$ cat src/rtl/lnk_pkg.sv
package lnk_pkg;

    localparam int unsigned LNK_REG_W = 5;
    localparam int unsigned LNK_DAT_W = 16;

    // Management register numbers
    localparam int unsigned REG_BASIC_STAT = 1;
    localparam int unsigned REG_GIG_STAT   = 10;

    // Field positions inside the status words
    localparam int unsigned BIT_LINK   = 2;
    localparam int unsigned BIT_10HD   = 11;
    localparam int unsigned BIT_10FD   = 12;
    localparam int unsigned BIT_100HD  = 13;
    localparam int unsigned BIT_100FD  = 14;
    localparam int unsigned BIT_G_HD   = 10;
    localparam int unsigned BIT_G_FD   = 11;

    typedef enum logic [1:0] {
        RES_OK      = 2'd0,
        RES_DOWN    = 2'd1,
        RES_NOMATCH = 2'd2
    } lnk_res_e;

    typedef enum logic [1:0] {
        SQ_IDLE     = 2'd0,
        SQ_RD_GIG   = 2'd1,
        SQ_RD_BASIC = 2'd2
    } sq_state_e;

    typedef struct packed {
        logic giga;
        logic fast;
        logic full;
    } lnk_mode_t;

    typedef struct packed {
        logic link;
        logic a100fd;
        logic a100hd;
        logic a10fd;
        logic a10hd;
        logic g1000fd;
        logic g1000hd;
    } lnk_abil_t;

endpackage

$ cat src/rtl/lnk_mgmt_seq.sv
module lnk_mgmt_seq
    import lnk_pkg::*;
#(
    parameter bit          GIGA_EN = 1'b1,
    parameter int unsigned REG_W   = LNK_REG_W,
    parameter int unsigned DAT_W   = LNK_DAT_W
) (
    input  logic             clk,
    input  logic             rst_n,
    input  logic             start,
    input  logic             mgmt_ack,
    input  logic [DAT_W-1:0] mgmt_rdata,
    output logic             mgmt_req,
    output logic [REG_W-1:0] mgmt_reg,
    output logic             busy,
    output logic             fin,
    output lnk_abil_t        abil
);

    typedef struct packed {
        sq_state_e st;
        logic      g_fd;
        logic      g_hd;
    } seq_t;

    seq_t      seq_d, seq_q;
    sq_state_e first_st;
    logic      unused_rdata;

    assign unused_rdata = ^mgmt_rdata;

    // Parameter picks where a run begins
    if (GIGA_EN) begin : g_gig_first
        assign first_st = SQ_RD_GIG;
    end else begin : g_basic_only
        assign first_st = SQ_RD_BASIC;
    end

    always_comb begin
        seq_d = seq_q;
        fin   = 1'b0;
        case (seq_q.st)
            SQ_IDLE: begin
                if (start) begin
                    seq_d.g_fd = 1'b0;
                    seq_d.g_hd = 1'b0;
                    seq_d.st   = first_st;
                end
            end
            SQ_RD_GIG: begin
                if (mgmt_ack) begin
                    seq_d.g_fd = mgmt_rdata[BIT_G_FD];
                    seq_d.g_hd = mgmt_rdata[BIT_G_HD];
                    seq_d.st   = SQ_RD_BASIC;
                end
            end
            SQ_RD_BASIC: begin
                if (mgmt_ack) begin
                    fin      = 1'b1;
                    seq_d.st = SQ_IDLE;
                end
            end
            default: seq_d.st = SQ_IDLE;
        endcase
    end

    always_ff @(posedge clk or negedge rst_n) begin
        if (!rst_n) begin
            seq_q <= '{st: SQ_IDLE, g_fd: 1'b0, g_hd: 1'b0};
        end else begin
            seq_q <= seq_d;
        end
    end

    assign busy     = (seq_q.st != SQ_IDLE);
    assign mgmt_req = busy;
    assign mgmt_reg = (seq_q.st == SQ_RD_GIG) ? REG_W'(REG_GIG_STAT)
                                              : REG_W'(REG_BASIC_STAT);

    // Basic word fields are used straight off the bus in the finishing cycle
    always_comb begin
        abil.link    = mgmt_rdata[BIT_LINK];
        abil.a100fd  = mgmt_rdata[BIT_100FD];
        abil.a100hd  = mgmt_rdata[BIT_100HD];
        abil.a10fd   = mgmt_rdata[BIT_10FD];
        abil.a10hd   = mgmt_rdata[BIT_10HD];
        abil.g1000fd = seq_q.g_fd;
        abil.g1000hd = seq_q.g_hd;
    end

endmodule

$ cat src/rtl/lnk_mode_pick.sv
module lnk_mode_pick
    import lnk_pkg::*;
#(
    parameter bit GIGA_EN = 1'b1
) (
    input  lnk_abil_t abil,
    output logic      match,
    output lnk_mode_t mode
);

    logic g_fd, g_hd;

    assign g_fd = GIGA_EN && abil.g1000fd;
    assign g_hd = GIGA_EN && abil.g1000hd;

    // Fixed priority; each branch writes the whole mode word
    always_comb begin
        mode  = '0;
        match = 1'b1;
        if (g_fd) begin
            mode.giga = 1'b1;
            mode.full = 1'b1;
        end else if (g_hd) begin
            mode.giga = 1'b1;
        end else if (abil.a100fd) begin
            mode.fast = 1'b1;
            mode.full = 1'b1;
        end else if (abil.a10fd) begin
            mode.full = 1'b1;
        end else if (abil.a100hd) begin
            mode.fast = 1'b1;
        end else if (abil.a10hd) begin
            mode = '0;
        end else begin
            match = 1'b0;
        end
    end

endmodule

$ cat src/rtl/lnk_speed_resolver.sv
module lnk_speed_resolver
    import lnk_pkg::*;
#(
    parameter bit          GIGA_EN = 1'b1,
    parameter int unsigned REG_W   = LNK_REG_W,
    parameter int unsigned DAT_W   = LNK_DAT_W
) (
    input  logic             clk,
    input  logic             rst_n,
    input  logic             start,
    output logic             busy,
    output logic             done,
    output logic [1:0]       result,
    output logic             mgmt_req,
    output logic [REG_W-1:0] mgmt_reg,
    input  logic             mgmt_ack,
    input  logic [DAT_W-1:0] mgmt_rdata,
    output logic             giga_mode,
    output logic             fast_mode,
    output logic             full_duplex
);

    typedef struct packed {
        lnk_mode_t mode;
        logic      done;
        lnk_res_e  res;
    } out_t;

    out_t      out_d, out_q;
    logic      fin;
    logic      match;
    lnk_abil_t abil;
    lnk_mode_t pick;

    lnk_mgmt_seq #(
        .GIGA_EN (GIGA_EN),
        .REG_W   (REG_W),
        .DAT_W   (DAT_W)
    ) u_seq (
        .clk        (clk),
        .rst_n      (rst_n),
        .start      (start),
        .mgmt_ack   (mgmt_ack),
        .mgmt_rdata (mgmt_rdata),
        .mgmt_req   (mgmt_req),
        .mgmt_reg   (mgmt_reg),
        .busy       (busy),
        .fin        (fin),
        .abil       (abil)
    );

    lnk_mode_pick #(
        .GIGA_EN (GIGA_EN)
    ) u_pick (
        .abil  (abil),
        .match (match),
        .mode  (pick)
    );

    always_comb begin
        out_d      = out_q;
        out_d.done = 1'b0;
        if (fin) begin
            out_d.done = 1'b1;
            if (!abil.link) begin
                out_d.res = RES_DOWN;
            end else if (!match) begin
                out_d.res = RES_NOMATCH;
            end else begin
                out_d.res  = RES_OK;
                out_d.mode = pick;
            end
        end
    end

    always_ff @(posedge clk or negedge rst_n) begin
        if (!rst_n) begin
            out_q <= '{mode: '0, done: 1'b0, res: RES_OK};
        end else begin
            out_q <= out_d;
        end
    end

    assign done        = out_q.done;
    assign result      = out_q.res;
    assign giga_mode   = out_q.mode.giga;
    assign fast_mode   = out_q.mode.fast;
    assign full_duplex = out_q.mode.full;

endmodule

$ cat config.mk
export PLATFORM = sky130hd
export DESIGN_NAME = lnk_speed_resolver
export DESIGN_NICKNAME = d
export VERILOG_FILES = /design/src/rtl/lnk_pkg.sv /design/src/rtl/lnk_mgmt_seq.sv /design/src/rtl/lnk_mode_pick.sv /design/src/rtl/lnk_speed_resolver.sv
export SDC_FILE = /design/constraint.sdc
export NUM_CORES = 1
export LEC_CHECK = 0
export ABC_AREA = 0
export BUFFER_PORTS_ARGS = -buffer_cell sky130_fd_sc_hd__buf_2
export CORE_MARGIN = 2
export CORE_UTILIZATION = 38
export CTS_CLUSTER_DIAMETER = 30
export DETAILED_ROUTE_END_ITERATION = 8
export PLACE_DENSITY = 0.83
export SLEW_MARGIN = 0
export SYNTH_ARGS = -nofsm -noshare
export SYNTH_HDL_FRONTEND = slang
export SYNTH_HIERARCHICAL = 1
export SYNTH_SLANG_ARGS = --single-unit
$ cat constraint.sdc
create_clock -name clk -period 1.45 [get_ports clk]
set_input_delay 0.2175 -clock clk [delete_from_list [all_inputs] [get_ports clk]]
set_output_delay 0.2175 -clock clk [all_outputs]
set_load 0.01 [all_outputs]
==> Yosys cells after proc, flatten, opt, wreduce, memory -nomap -nowiden <==
Cells that the tools add are included.
Widths: inputs -> output; s select.
{ "classes": {"n_eq_ne": 5, "muxes": 27, "n_reduce_logical": 6} }
{ "ops": {"columns": ["op", "count"], "rows": [
  ["$mux 1", 16],
  ["$mux 4", 3],
  ["$mux 2", 5],
  ["$reduce_and 3->1", 3],
  ["$ne 2x2->1 const B", 3],
  ["$pmux 2 s3", 1],
  ["$pmux 2 s2", 1],
  ["$reduce_bool 2->1", 2],
  ["$mux 3", 1],
  ["$eq 2x1->1 const B", 1],
  ["$eq 2x2->1 const B", 1],
  ["$logic_not 2->1", 1]
]} }
{ "totals": {"ff_bits": 10, "input_bits": 20, "output_inout_bits": 13, "elab_cells": 46} }

==> Logic depth before layout (Yosys ltp) <==
Gate-level depths: netlist (run 1).
{ "logic_depth": {"depth_word": 9, "depth_mapped": 5, "depth_no_buf": 4} }

==> Cells and area by module <==
Netlist (run 1), hierarchy kept.
{ "modules_own_cells": {"columns": ["mod", "n_inst", "cells_each", "area_each_um2", "seq_area_each_um2"], "rows": [
  ["lnk_mgmt_seq", 1, 36, 320.3, 100.1],
  ["lnk_speed_resolver", 1, 15, 224.0, 150.1],
  ["lnk_mode_pick", 1, 8, 47.5, 0.0]
]} }

==> Least setup slack after synthesis (run 1) <==
No wires, ideal clock.
{ "synth_timing": {"path_type": "flip-flop to flip-flop", "startpoint": "register u_seq.seq_q, in the netlist u_seq/abil[1]", "endpoint": "register out_q, in the netlist fast_mode", "setup_ps": 127, "arrival_ps": 1239, "required_time_ps": 1323, "slack_ps": 83, "path_stages_with_launch": 6, "n_path_buf": 1, "cell_sequence": "dfrtp_1 -> buf_4 -> nor4_1 -> nand2_1 -> nand3_2 -> mux2_1"} }
{ "synth_between": {"elab_chain_cells": 2, "word_cells_on_any_way": 3, "classes_between": "mux: 2; reduce/logical: 1"} }
{ "synth_lines": {"columns": ["element", "line_no", "source"], "rows": [
  ["start, declared", "lnk_mgmt_seq.sv:26", "seq_t seq_d, seq_q;"],
  ["start signal, assigned", "lnk_mgmt_seq.sv:69", "seq_q <= '{st: SQ_IDLE, g_fd: 1'b0, g_hd: 1'b0};"],
  ["start signal, assigned", "lnk_mgmt_seq.sv:71", "seq_q <= seq_d;"],
  ["$mux 1", "lnk_mode_pick.sv:20", "if (g_fd) begin"],
  ["net match", "lnk_speed_resolver.sv:31", "logic match;"],
  ["$reduce_and 3->1 (no line)", null, null],
  ["end signal, assigned", "lnk_speed_resolver.sv:78", "out_q <= '{mode: '0, done: 1'b0, res: RES_OK};"],
  ["end signal, assigned", "lnk_speed_resolver.sv:80", "out_q <= out_d;"],
  ["end, declared", "lnk_speed_resolver.sv:29", "out_t out_d, out_q;"]
]} }
The timed path passes the listed nets, and every way through them passes these cells.
A chain may end at the register's enable or synchronous reset.

==> Final worst setup path (run 1) <==
{ "layout_timing": {"startpoint": "register u_seq/seq_q[2] in the netlist's numbering", "endpoint": "output port busy"} }
{ "layout_between": {"elab_chain_cells": 1} }
{ "layout_lines": {"columns": ["element", "line_no", "source"], "rows": [
  ["$reduce_bool 2->1", "lnk_mgmt_seq.sv:75", "assign busy = (seq_q.st != SQ_IDLE);"],
  ["end, declared", "lnk_speed_resolver.sv:11", "output logic busy,"]
]} }
No other way between the ends.

==> results_tabular.tex, run 1 <==
\begin{tabular}{lr}
\hline
Metric & Value \\
\hline
\multicolumn{2}{l}{\textbf{Detailed routing}} \\
\quad Met1 layer wirelength in the final routing & 416 µm \\
\quad Routed length on met2 & 449 µm \\
\quad Via-to-Cell Ratio & 4.59 \\
\quad Total number of vias & 422 \\
\quad Total length of routed met3 wires & 74 µm \\
\quad Starting DRT DRC Count & 7 \\
\quad Detailed-route DRC error count & 0 \\
\quad Pre-antenna DRT Iters & 4 \\
\quad Count of nets left with antenna violations after detail routing & 0 \\
\quad WL per Instance & 10.3 µm \\
\quad Drt total wl & 945 µm \\
\quad Highest metal layer with signal wires & met4 \\
\multicolumn{2}{l}{\textbf{Critical path}} \\
\quad Critical path fanouts, max & 11 \\
\quad Critical Path AT & 1170 ps \\
\quad Reg2reg end & giga\_mode \\
\quad Worst reg2reg setup slack & 110 ps \\
\quad Cell depth of the worst flop-to-flop path & 3 \\
\quad Required time at the worst-slack endpoint & 1230 ps \\
\quad Kind of end point of the critical path & output pin \\
\quad Type of origin of the critical path & register \\
\quad R2r startpoint & u\_seq/seq\_q[2] \\
\quad Critical setup path kind & register to output pin \\
\multicolumn{2}{l}{\textbf{Power}} \\
\quad Power Internal & 0.000876 W \\
\quad Peak VDD IR & 0.655 mV \\
\quad Combinational cell fraction of total power & 44.4\% \\
\quad Pwr dens & 1960 mW/mm² \\
\quad Leakage power summed over all cells & 0.357 nW \\
\quad Net switching power & 0.000491 W \\
\quad Power share of the clock group & 18.0\% \\
\quad Total Power & 0.00137 W \\
\quad Sequential share of power & 37.6\% \\
\quad Sw frac & 36.0\% \\
\multicolumn{2}{l}{\textbf{GRT}} \\
\quad Vias in the first global route & 388 \\
\quad Maximum number of pins on one net before global-route repair & 12 \\
\quad All-layer global routing usage & 11.1\% \\
\quad Total congestion overflow & 0 \\
\quad Number of antenna violations at the first check in global routing & 0 \\
\quad First-pass GRT wire length & 1.54 mm \\
\multicolumn{2}{l}{\textbf{Hold path}} \\
\quad Type of the most critical hold path & input port to register \\
\quad Worst hold path endpoint & result[0] \\
\quad Worst Hold Launch & mgmt\_rdata[2] \\
\quad Hold-critical path depth & 2 \\
\multicolumn{2}{l}{\textbf{CTS}} \\
\quad CTS tree & built \\
\quad Clock latency reported for the late side of the worst-skew pair & 260 ps \\
\quad Clock buffer count from CTS & 3 \\
\quad Root Buffer Master & sky130\_fd\_sc\_hd\_\_clkbuf\_4 \\
\quad Clk pin slew, worst setup/hold paths & 60 ps \\
\quad Clock H-tree levels & 1 \\
\quad Clk sink count & 10 \\
\quad Worst-case clock buffer depth & 2 \\
\multicolumn{2}{l}{\textbf{Timing}} \\
\quad Fmax & 723 MHz \\
\quad Total negative setup slack & 0 ps \\
\quad Setup repair after global routing missed its margin & no \\
\quad Minimum clock period & 1380 ps \\
\quad Final hold violation count & 0 \\
\quad Minimum setup slack in the final design & 67.2 ps \\
\quad Share of the clock period used by the worst path & 95.4\% \\
\quad Final slew viol count & 0 \\
\quad Total of endpoints with negative setup slack in the final report & 0 \\
\quad Setup Skew & 4.15 ps \\
\multicolumn{2}{l}{\textbf{Die}} \\
\quad Starting Density & 39.7\% \\
\quad Standard-cell rows & 14 \\
\quad Total die area & 0.00189 mm² \\
\quad Vert. Die Dim & 43.5 µm \\
\quad I/O pins & 33 \\
\quad Area of the placeable core & 0.00149 mm² \\
\quad Die extent in x & 43.5 µm \\
\multicolumn{2}{l}{\textbf{Placement}} \\
\quad Routability congestion estimate & 0.744 \\
\quad Pre-CTS setup slack & 56.3 ps \\
\quad Dpl cells & 86 \\
\quad Post-detailed-placement half-perimeter wirelength & 765 µm \\
\quad Port bufs & 20 \\
\multicolumn{2}{l}{\textbf{Final layout}} \\
\quad NumNets Final & 97 \\
\quad Fraction of layout instances using a drive strength above 1 & 44.7\% \\
\quad Number of cells in the finished layout apart from fillers & 92 \\
\quad Antenna diode count & 0 \\
\quad Final core utilization & 46.9\% \\
\quad Area occupied by multi-input gates & 235 µm² \\
\quad Layout filler cell count & 140 \\
\quad FF/Latch Area & 251 µm² \\
\quad Layout area overhead & 18.0\% \\
\multicolumn{2}{l}{\textbf{Outcome}} \\
\quad Status & finished clean \\
\multicolumn{2}{l}{\textbf{Synth}} \\
\quad Yosys warning total & 6 \\
\quad Distinct cell type count after synthesis & 25 \\
\quad Largest family of logic cells by synthesized area & buffers and inverters \\
\quad Number of register bits inferred by synthesis & 10 \\
\quad Complex-gate fraction of the synthesized area & 10.6\% \\
\quad Post-synthesis instance area & 592 µm² \\
\quad XOR/XNOR share of the synthesized area & 0\% \\
\quad Average cell area after synthesis & 10.0 µm² \\
\quad Simple-gate share of the synthesized area & 19.5\% \\
\quad Post-synthesis adder-cell area fraction & 0\% \\
\quad Fraction of the yosys area taken by sequential cells & 42.3\% \\
\quad Proportion of synthesized area in mux cells & 7.40\% \\
\quad Gate count of the mapped netlist & 59 \\
\multicolumn{2}{l}{\textbf{Flow run}} \\
\quad Max\_cap viols & 0 \\
\hline
\end{tabular}
==> cells in the mapped netlist, drive strengths merged <==
library cell	count	area share, %
a21oi	2	2.3
a22o	1	1.5
and3b	1	1.7
buf	12	16
conb	1	0.63
dfrtp	10	42
inv	6	3.8
mux2	3	5.7
mux2i	1	1.7
nand2	3	1.9
nand2b	3	3.2
nand3	1	1.7
nand3b	3	3.8
nor2	2	1.3
nor2b	1	1.5
nor4	1	1.1
o21ai	1	0.84
o21ba	1	1.7
o21bai	1	1.3
o221ai	2	3.0
or2	2	2.1
or2b	1	1.3
==> stage by stage <==
stage	instance area (µm²)	hold slack, ps
floorplan	596	-78.1
global placement	637	80.6
detailed placement	637	85.0
CTS	676	165
global route	698	174
finish	698	172
==> cell type report <==
type / count / share of cell area, %
flip-flops and latches: 10 / 36.0
multi-input cells: 32 / 33.7
repair buffers: 24 / 19.0
clock buffers: 4 / 5.20
inverters: 6 / 3.23
well taps: 16 / 2.87
==> power groups by stage <==
stage / combinational, W / sequential, W / clock, W
after global placement: 0.000616 / 0.000483 / 0
after CTS: 0.000587 / 0.000512 / 0.000255
final: 0.000607 / 0.000514 / 0.000246
after global routing: 0.000674 / 0.000534 / 0.000263
after floorplan: 0.000464 / 0.000518 / 0
after detailed placement: 0.000629 / 0.000492 / 0
==> placed cells by master, fill, tap and decap left out, types with 2 or more instances in the layout <==
| cell type | instances |
|---|---|
| sky130_fd_sc_hd__buf_2 | 20 |
| sky130_fd_sc_hd__nor2_1 | 2 |
| sky130_fd_sc_hd__buf_4 | 3 |
| sky130_fd_sc_hd__conb_1 | 2 |
| sky130_fd_sc_hd__nand2b_1 | 3 |
| sky130_fd_sc_hd__nand2_1 | 3 |
| sky130_fd_sc_hd__mux2_1 | 3 |
| sky130_fd_sc_hd__nand3b_1 | 3 |
| sky130_fd_sc_hd__inv_1 | 6 |
| sky130_fd_sc_hd__clkbuf_4 | 3 |
| sky130_fd_sc_hd__o221ai_1 | 2 |
| sky130_fd_sc_hd__dfrtp_1 | 9 |
==> critical path, cell delays in order (launching register included) <==
cell and delay, ps:
sky130_fd_sc_hd__dfrtp_2 460, sky130_fd_sc_hd__or2_2 300, sky130_fd_sc_hd__buf_2 140
==> sequential cells by signal, indices dropped and copies added (netlist names) <==
signal / flops
result: 2
u_seq/abil: 2
u_seq/seq_q: 2
done: 1
fast_mode: 1
full_duplex: 1
giga_mode: 1
==> routing by layer <==
layer	vias up	GRT usage (%)
met5	-	0
met4	0	7.27
met3	2	2.50
met2	16	18.5
met1	188	12.6
li1	216	-
==> worst max-delay path by stage <==
stage	from	to	slack [ps]	depth (start not counted)
final	u_seq/seq_q[2]	busy	70	2
after global routing	u_seq/seq_q[2]	giga_mode	10	3
after CTS	u_seq/seq_q[2]	busy	20	2
after detailed placement	u_seq/abil[1]	giga_mode	60	4
after global placement	u_seq/abil[1]	full_duplex	110	4
after floorplan	u_seq/abil[1]	fast_mode	80	5
==> timing repair <==
action                                  in CTS  in global routing
pin swaps                                    0                  2
hold buffers                                 1                  0
endpoints found under the hold margin       10                  0
buffers inserted                             0                  2
gates resized for setup                      0                  2
endpoints found under the setup margin       2                  8
==> cell families (layout without fill, tap and decap cells) <==
kind of cell    count (synthesis)  after routing
simple gates                   18             18
buf+inv                        18             34
flops                          10             10
compound gates                  8              8
mux                             4              4
other cells                     1              2
(Power assumes the default switching activity.)
==> run 2: changes to the inputs <==
--- a/config.mk
+++ b/config.mk
@@ -11,7 +11,7 @@
 export CORE_UTILIZATION = 38
 export CTS_CLUSTER_DIAMETER = 30
 export DETAILED_ROUTE_END_ITERATION = 8
-export PLACE_DENSITY = 0.83
+export PLACE_DENSITY_LB_ADDON = 0.08
 export SLEW_MARGIN = 0
 export SYNTH_ARGS = -nofsm -noshare
 export SYNTH_HDL_FRONTEND = slang
==> results_tabular.tex, run 2 (same netlist as run 1, synthesis figures left out) <==
\begin{tabular}{lr}
\hline
Metric & Value \\
\hline
\multicolumn{2}{l}{\textbf{Power}} \\
\quad Pwr dens & 1990 mW/mm² (was 1960 mW/mm²) \\
\quad Leakage power summed over all cells & 0.361 nW (was 0.357 nW) \\
\quad Peak VDD IR & 0.964 mV (was 0.655 mV) \\
\multicolumn{2}{l}{\textbf{Timing}} \\
\quad Total negative setup slack & 0 ps (unchanged) \\
\quad Total of endpoints with negative setup slack in the final report & 0 (unchanged) \\
\quad Setup repair after global routing missed its margin & no (unchanged) \\
\quad Final slew viol count & 0 (unchanged) \\
\quad Minimum clock period & 1370 ps (was 1380 ps) \\
\quad Final hold violation count & 0 (unchanged) \\
\quad Setup Skew & 0.393 ps (was 4.15 ps) \\
\quad Final hold slack & 177 ps (was 172 ps) \\
\quad Share of the clock period used by the worst path & 94.5\% (was 95.4\%) \\
\quad Fmax & 730 MHz (was 723 MHz) \\
\multicolumn{2}{l}{\textbf{CTS}} \\
\quad Clock buffer count from CTS & 3 (unchanged) \\
\quad Clock H-tree levels & 1 (unchanged) \\
\quad Postcts setup bufs & 0 (unchanged) \\
\quad Clk pin slew, worst setup/hold paths & 60 ps (about the same) \\
\quad Clk sink count & 10 (unchanged) \\
\quad CTS tree & built (unchanged) \\
\quad Clock latency reported for the late side of the worst-skew pair & 250 ps (was 260 ps) \\
\quad Worst-case clock buffer depth & 2 (unchanged) \\
\quad Root Buffer Master & sky130\_fd\_sc\_hd\_\_clkbuf\_4 (unchanged) \\
\multicolumn{2}{l}{\textbf{Critical path}} \\
\quad Critical setup path kind & register to output pin (unchanged) \\
\quad Required time at the worst-slack endpoint & 1230 ps (about the same) \\
\quad Type of origin of the critical path & register (unchanged) \\
\quad Cell depth of the worst flop-to-flop path & 4 (was 3) \\
\quad Critical path fanouts, max & 6 (was 11) \\
\quad Reg2reg end & full\_duplex (was giga\_mode) \\
\quad R2r startpoint & u\_seq/abil[1] (was u\_seq/seq\_q[2]) \\
\quad Kind of end point of the critical path & output pin (unchanged) \\
\quad Critical Path AT & 1150 ps (was 1170 ps) \\
\quad Worst reg2reg setup slack & 140 ps (was 110 ps) \\
\multicolumn{2}{l}{\textbf{Final layout}} \\
\quad Fraction of layout instances using a drive strength above 1 & 42.1\% (was 44.7\%) \\
\quad Antenna diode count & 0 (unchanged) \\
\quad Number of cells in the finished layout apart from fillers & 92 (unchanged) \\
\quad Most frequent standard cell in the layout excluding fill and tap cells & sky130\_fd\_sc\_hd\_\_buf\_2 (unchanged) \\
\quad NumNets Final & 98 (was 97) \\
\quad Top library cells by usage in the layout, fill and taps aside & sky130\_fd\_sc\_hd\_\_buf\_2, sky130\_fd\_sc\_hd\_\_dfrtp\_1, sky130\_fd\_sc\_hd\_\_inv\_1 (unchanged) \\
\quad Final core utilization & 47.2\% (was 46.9\%) \\
\quad Layout area overhead & 18.8\% (was 18.0\%) \\
\multicolumn{2}{l}{\textbf{Hold path}} \\
\quad Type of the most critical hold path & input port to register (unchanged) \\
\quad Hold-critical path depth & 2 (unchanged) \\
\quad Worst Hold Launch & mgmt\_rdata[2] (unchanged) \\
\quad Worst hold path endpoint & result[0] (unchanged) \\
\multicolumn{2}{l}{\textbf{Die}} \\
\quad Standard-cell rows & 14 (unchanged) \\
\quad Total die area & 0.00189 mm² (unchanged) \\
\quad Die extent in x & 43.5 µm (unchanged) \\
\quad Area of the placeable core & 0.00149 mm² (unchanged) \\
\quad Starting Density & 39.7\% (unchanged) \\
\quad Vert. Die Dim & 43.5 µm (unchanged) \\
\quad I/O pins & 33 (unchanged) \\
\multicolumn{2}{l}{\textbf{GRT}} \\
\quad All-layer global routing usage & 11.2\% (was 11.1\%) \\
\quad Met3 track demand over resource & 2.92\% (was 2.50\%) \\
\quad Number of antenna violations at the first check in global routing & 0 (unchanged) \\
\quad Most congested layer reported by global routing & met2 (unchanged) \\
\quad Vias in the first global route & 374 (was 388) \\
\quad Maximum number of pins on one net before global-route repair & 11 (was 12) \\
\quad Total congestion overflow & 0 (unchanged) \\
\quad Met2 global-route usage & 18.2\% (was 18.5\%) \\
\quad First-pass GRT wire length & 1.55 mm (was 1.54 mm) \\
\quad Global-route track usage on met1 & 13.0\% (was 12.6\%) \\
\multicolumn{2}{l}{\textbf{Detailed routing}} \\
\quad Count of nets left with antenna violations after detail routing & 0 (unchanged) \\
\quad Pre-antenna DRT Iters & 3 (was 4) \\
\quad Detailed-route DRC error count & 0 (unchanged) \\
\quad Drt total wl & 929 µm (was 945 µm) \\
\quad Total number of vias & 419 (was 422) \\
\quad Starting DRT DRC Count & 4 (was 7) \\
\quad Via-to-Cell Ratio & 4.55 (was 4.59) \\
\quad WL per Instance & 10.1 µm (was 10.3 µm) \\
\multicolumn{2}{l}{\textbf{Outcome}} \\
\quad Status & finished clean (unchanged) \\
\multicolumn{2}{l}{\textbf{Placement}} \\
\quad Post-detailed-placement half-perimeter wirelength & 716 µm (was 765 µm) \\
\quad Port bufs & 20 (unchanged) \\
\quad Dpl cells & 88 (was 86) \\
\quad Routability congestion estimate & 0.637 (was 0.744) \\
\multicolumn{2}{l}{\textbf{Flow run}} \\
\quad Max\_cap viols & 0 (unchanged) \\
\hline
\end{tabular}
==> run 2: cell types whose count changed in the layout (fill, tap and decap cells not counted), sizes merged <==
cell	before	now
buf	23	24
clkbuf	4	3
==> run 2: final cells by class <==
| class | count | area, µm² |
|---|---|---|
| fill | 167 | 786 |
| sequential | 10 | 250 |
| multi-input combinational | 32 | 231 |
| timing repair buffer | 25 | 156 |
| clock buffer | 3 | 22.5 |
| inverter | 6 | 22.5 |
| tap | 16 | 20.0 |
==> run 2: through the flow <==
step / cell area, µm² / total power, W / setup WS (ps)
after floorplan: 596 / 0.000983 / 83.5
after global placement: 652 / 0.00115 / 138
after detailed placement: 652 / 0.00116 / 121
after CTS: 684 / 0.00135 / 9.06
after global routing: 703 / 0.00151 / 13.1
final: 703 / 0.00140 / 79.7
==> run 2: metal layers <==
layer | vias up | routed length, µm
met3 | 0 | 43
li1 | 216 | -
met2 | 13 | 462
met1 | 190 | 423
met4 | 0 | 0
met5 | - | 0
==> run 2: what timing repair did <==
| action | 4_1_cts | 5_1_grt |
|---|---|---|
| endpoints found under the hold margin | 10 | 0 |
| hold buffers | 1 | 0 |
| endpoints found under the setup margin | 0 | 2 |
| resized for setup | 0 | 4 |
==> run 2: where the power goes <==
group	internal (W)	switching, W
logic	0.000406	0.000353
registers	0.000405	0.0000529
clock network	0.0000956	0.0000887
total	0.000906	0.000495
==> run 2: critical path, stage by stage, from the launching register on <==
cell and delay [ps]:
sky130_fd_sc_hd__dfrtp_1 370, sky130_fd_sc_hd__buf_4 150, sky130_fd_sc_hd__or2_4 260, sky130_fd_sc_hd__buf_6 120
==> run 2: how the worst max path moves through the flow <==
stage,startpoint,endpoint,depth (start not counted)
after global placement,u_seq/abil[1],full_duplex,4
after floorplan,u_seq/abil[1],fast_mode,5
final,u_seq/seq_q[3],mgmt_req,3
after global routing,u_seq/abil[0],fast_mode,4
after detailed placement,u_seq/abil[0],full_duplex,4
after CTS,u_seq/seq_q[3],busy,3
